--- config.mk ---
export PLATFORM = sky130hd
export DESIGN_NAME = chan_irq_merge
export DESIGN_NICKNAME = d
export VERILOG_FILES = /design/src/rtl/chan_irq_pkg.sv /design/src/rtl/chan_irq_sample.sv /design/src/rtl/chan_irq_cfg.sv /design/src/rtl/chan_irq_reduce.sv /design/src/rtl/chan_irq_merge.sv
export SDC_FILE = /design/constraint.sdc
export NUM_CORES = 1
export LEC_CHECK = 0
export BUFFER_PORTS_ARGS = -buffer_cell sky130_fd_sc_hd__buf_2
export CAP_MARGIN = 10
export CORE_ASPECT_RATIO = 1.25
export CORE_MARGIN = 10
export CORE_UTILIZATION = 25
export CTS_CLUSTER_DIAMETER = 100
export DETAILED_ROUTE_END_ITERATION = 10
export HOLD_SLACK_MARGIN = 0.02
export PLACE_DENSITY = 0.49
export SLEW_MARGIN = 20
export SYNTH_ARGS = -nofsm -noshare
export SYNTH_HDL_FRONTEND = slang
export SYNTH_SLANG_ARGS = --single-unit
--- constraint.sdc ---
create_clock -name clk -period 2.2 [get_ports clk]
set_input_delay 0.22 -clock clk [delete_from_list [all_inputs] [get_ports clk]]
set_output_delay 0.22 -clock clk [all_outputs]
set_load 0.01 [all_outputs]
--- src/rtl/chan_irq_pkg.sv ---
package chan_irq_pkg;
  localparam int unsigned REG_ADDR_W = 2;

  typedef enum logic [REG_ADDR_W-1:0] {
    REG_STATUS = 2'd0,
    REG_MASK   = 2'd1,
    REG_CTRL   = 2'd2,
    REG_SPARE  = 2'd3
  } reg_sel_e;
endpackage

--- src/rtl/chan_irq_sample.sv ---
module chan_irq_sample #(
  parameter int unsigned N_CHAN = 16
) (
  input  logic              clk,
  input  logic              rst_n,
  input  logic [N_CHAN-1:0] req_i,
  output logic [N_CHAN-1:0] status_o
);
  always_ff @(posedge clk or negedge rst_n) begin
    if (!rst_n) status_o <= '0;
    else        status_o <= req_i;
  end
endmodule

--- src/rtl/chan_irq_cfg.sv ---
module chan_irq_cfg
  import chan_irq_pkg::*;
#(
  parameter int unsigned N_CHAN = 16,
  parameter int unsigned DATA_W = 32,
  parameter int unsigned EN_BIT = 20
) (
  input  logic                  clk,
  input  logic                  rst_n,
  input  logic                  wr_en,
  input  logic [REG_ADDR_W-1:0] wr_addr,
  input  logic [DATA_W-1:0]     wr_data,
  output logic [N_CHAN-1:0]     mask_o,
  output logic                  en_o
);
  logic unused_wr_bits;
  assign unused_wr_bits = ^wr_data;

  logic hit_mask, hit_ctrl;
  assign hit_mask = wr_en && (reg_sel_e'(wr_addr) == REG_MASK);
  assign hit_ctrl = wr_en && (reg_sel_e'(wr_addr) == REG_CTRL);

  always_ff @(posedge clk or negedge rst_n) begin
    if (!rst_n) begin
      mask_o <= '1;
      en_o   <= 1'b0;
    end else begin
      if (hit_mask) mask_o <= wr_data[N_CHAN-1:0];
      if (hit_ctrl) en_o   <= wr_data[EN_BIT];
    end
  end
endmodule

--- src/rtl/chan_irq_reduce.sv ---
module chan_irq_reduce #(
  parameter int unsigned N_CHAN = 16
) (
  input  logic [N_CHAN-1:0] status_i,
  input  logic [N_CHAN-1:0] mask_i,
  input  logic              en_i,
  output logic              irq_o
);
  logic [N_CHAN-1:0] pend;

  for (genvar g = 0; g < N_CHAN; g++) begin : g_pend
    assign pend[g] = status_i[g] & ~mask_i[g];
  end

  assign irq_o = en_i & (|pend);
endmodule

--- src/rtl/chan_irq_merge.sv ---
module chan_irq_merge
  import chan_irq_pkg::*;
#(
  parameter int unsigned N_CHAN = 16,
  parameter int unsigned DATA_W = 32,
  parameter int unsigned EN_BIT = 20
) (
  input  logic                  clk,
  input  logic                  rst_n,
  input  logic                  wr_en,
  input  logic [REG_ADDR_W-1:0] wr_addr,
  input  logic [DATA_W-1:0]     wr_data,
  input  logic [REG_ADDR_W-1:0] rd_addr,
  output logic [DATA_W-1:0]     rd_data,
  input  logic [N_CHAN-1:0]     chan_req,
  output logic                  irq
);
  localparam int unsigned PAD_W = DATA_W - N_CHAN;

  logic [N_CHAN-1:0] status_q;
  logic [N_CHAN-1:0] mask_q;
  logic              en_q;

  chan_irq_sample #(.N_CHAN(N_CHAN)) u_sample (
    .clk      (clk),
    .rst_n    (rst_n),
    .req_i    (chan_req),
    .status_o (status_q)
  );

  chan_irq_cfg #(.N_CHAN(N_CHAN), .DATA_W(DATA_W), .EN_BIT(EN_BIT)) u_cfg (
    .clk     (clk),
    .rst_n   (rst_n),
    .wr_en   (wr_en),
    .wr_addr (wr_addr),
    .wr_data (wr_data),
    .mask_o  (mask_q),
    .en_o    (en_q)
  );

  chan_irq_reduce #(.N_CHAN(N_CHAN)) u_reduce (
    .status_i (status_q),
    .mask_i   (mask_q),
    .en_i     (en_q),
    .irq_o    (irq)
  );

  always_comb begin
    unique case (reg_sel_e'(rd_addr))
      REG_STATUS: rd_data = {{PAD_W{1'b0}}, status_q};
      REG_MASK:   rd_data = {{PAD_W{1'b0}}, mask_q};
      default:    rd_data = '0;
    endcase
  end
endmodule

==> metrics.yaml <==
synth-seq-area-share_pct: 52.4
hold_viol: 4
yosysMostFrequentCell: "buf_4"
timing.hold.ws_ns: -0.00919
worst_pin_slew_ns: 0.739
setup_viol: 0
fmax_ghz: 0.552
outcome: "finished with violations"
worst-path-max-fanout: 3
clockBufferDepth: 2
fin_crit_ns: 1.81
grt_pass1_vias: 1183
dieArea_mm2: 0.0101
pin_count: 88
p_leak_nw: 1.05
syn-instance-count: 132
min_period_over_period_pct: 82.3
synth-edff-count: 0
coreArea_mm2: 0.00621
cts_sinks: 33
wl_um: 3990
tns_ns: 0
async_flop_share_pct: 100
overflow: 0
synth_seq_cells: 33
hold_path_class: "in2async"
synth_top_area_share_pct: 26.4
worstSetupPathType: "reg2out"
cp-end-kind: "output port"
final_core_utilization_pct: 32.0
viasPerCell: 3.95
num_vias: 1087
clk_pin_slew_ns: 0.07
drv_slew: 0
cp-start-kind: "flip-flop"
firstDrtPassIters: 3
insertion_delay_ns: 0.28
max-vdd-ir-drop_uv: 315
slew_headroom_pct: 50.8
rsz0062_at_grt: "false"
synth_top_cell_by_area: "dfrtp_1"
holdBufCountCts: 0
cts_resized: 0
drive_above_1_share_pct: 50.0
dpl.hpwl_um: 3050
die_h_um: 110
ys_types: 20
syn-mean-instance-area_um2: 12.2
drt_iter0_drc: 36
wl_per_cell_um: 14.5
root_buffer: "clkbuf_8"
area_delta_synth_final_pct: 22.9
grt_first_pass_wirelength_um: 6150
yosys_warnings: 0
die_x_um: 91.9
fillerInstances: 673
drc: 0
tritoncts: "built"
htree_levels: 2
synthFlopType: "dfrtp_1"
cp.required_ns: 1.98
max_cap_violations: 0
post_cts_buffers: 0
critPathArrivalTime_ns: 1.59
synth_common_cells: "buf_4 (18), dfrtp_1 (17), dfstp_2 (16), mux2i_1 (16), nor2_1 (16)"
power.density_mw_per_mm2: 762
cts_made_buffers: 5
gp_congestion: 0.672
fp-row-count: 32
grt_antenna_before_repair: 1
finClkSkew_ns: 0
start_util_pct: 26.0
track_usage_pct: 8.02
grt_max_degree: 34
antenna_cells: 0
violations: "negative hold slack"
syn_area_mm2: 0.00161
synth_area_leaders: "dfrtp_1 (26%), dfstp_2 (26%), mux2i_1 (9.9%)"
port_buffers: 56
antenna_left: 0
nets: 244
-- stage by stage --
stage / instance area, um2 / instances / total power (W) / worst slack, ns
2_1_floorplan: 1670 / 147 / 0.000992 / 0.960
3_3_place_gp: 1900 / 267 / 0.00109 / 0.610
3_5_place_dp: 1900 / 267 / 0.00109 / 0.582
4_1_cts: 1980 / 275 / 0.00155 / 0.271
5_1_grt: 1980 / 275 / 0.00161 / 0.243
6_report: 1980 / 275 / 0.00151 / 0.390
-- metal layers --
metal  up-vias  track usage, %  wire [um]
met4         2            3.64         71
met5         -               0         18
li1        518               -          -
met3         8            4.23        365
met2        51            12.3       1830
met1       508            9.07       1710
-- kinds of logic (layout without fill, tap and decap cells) --
family | Yosys count | in the layout | share of synthesized area [%]
AOI/OAI and AO/OA | 8 | 8 | 3.57
buffers and inverters | 35 | 78 | 12.8
DFF | 33 | 33 | 52.4
muxes | 33 | 33 | 24.1
other | 1 | 16 | 0.232
and+or+nand+nor | 22 | 22 | 6.90
-- sequential cells by signal, indices dropped and copies added, names as in the netlist --
signal             flops
u_sample.status_o     16
u_cfg.en_o             1
u_cfg.mask_o          16
-- where the power goes --
| part | total (W) | internal [W] | switching (W) |
|---|---|---|---|
| logic | 0.000297 | 0.000161 | 0.000137 |
| registers | 0.000774 | 0.000723 | 0.0000502 |
| clock network | 0.000440 | 0.000225 | 0.000215 |
-- critical path, stage by stage, from the launching register on --
cell and delay (ns):
dfstp_2 0.54, nand2b_1 0.13, o2111ai_1 0.11, nor3_1 0.27
a31oi_1 0.11, buf_2 0.16
-- path summary, 6_finish.rpt --
check,start,to,slack [ns],cells after the start
min in group clk,chan_req[5],u_sample.status_o[5]$_DFF_PN0_,0.04,1
worst min register to register,u_cfg.en_o$_DFFE_PN0P_,u_cfg.en_o$_DFFE_PN0P_,0.51,1
worst max-delay path,u_cfg.mask_o[12]$_DFFE_PN1P_,irq,0.39,5
max in group asynchronous,rst_n,u_sample.status_o[3]$_DFF_PN0_,1.72,1
worst max register to register,u_cfg.en_o$_DFFE_PN0P_,u_cfg.en_o$_DFFE_PN0P_,1.46,1
worst min-delay path,rst_n,u_sample.status_o[5]$_DFF_PN0_,-0.009,1
-- cell type report --
class / instances / area (um2) / area share, %
Clock buffer: 8 / 80.1 / 4.04
Inverter: 14 / 52.6 / 2.65
Multi-Input combinational cell: 79 / 618 / 31.2
Sequential cell: 33 / 846 / 42.6
Tap cell: 85 / 106 / 5.36
Timing Repair Buffer: 56 / 280 / 14.1
-- layout by cell type (no fill, tap or decap), types with 5 or more instances in the layout --
cell type / count
dfstp_2: 16
dfrtp_1: 17
mux2_2: 7
buf_2: 56
clkbuf_8: 5
nor2_1: 16
mux2_4: 10
inv_1: 14
mux2i_1: 16
conb_1: 16
(Power assumes the default switching activity.)
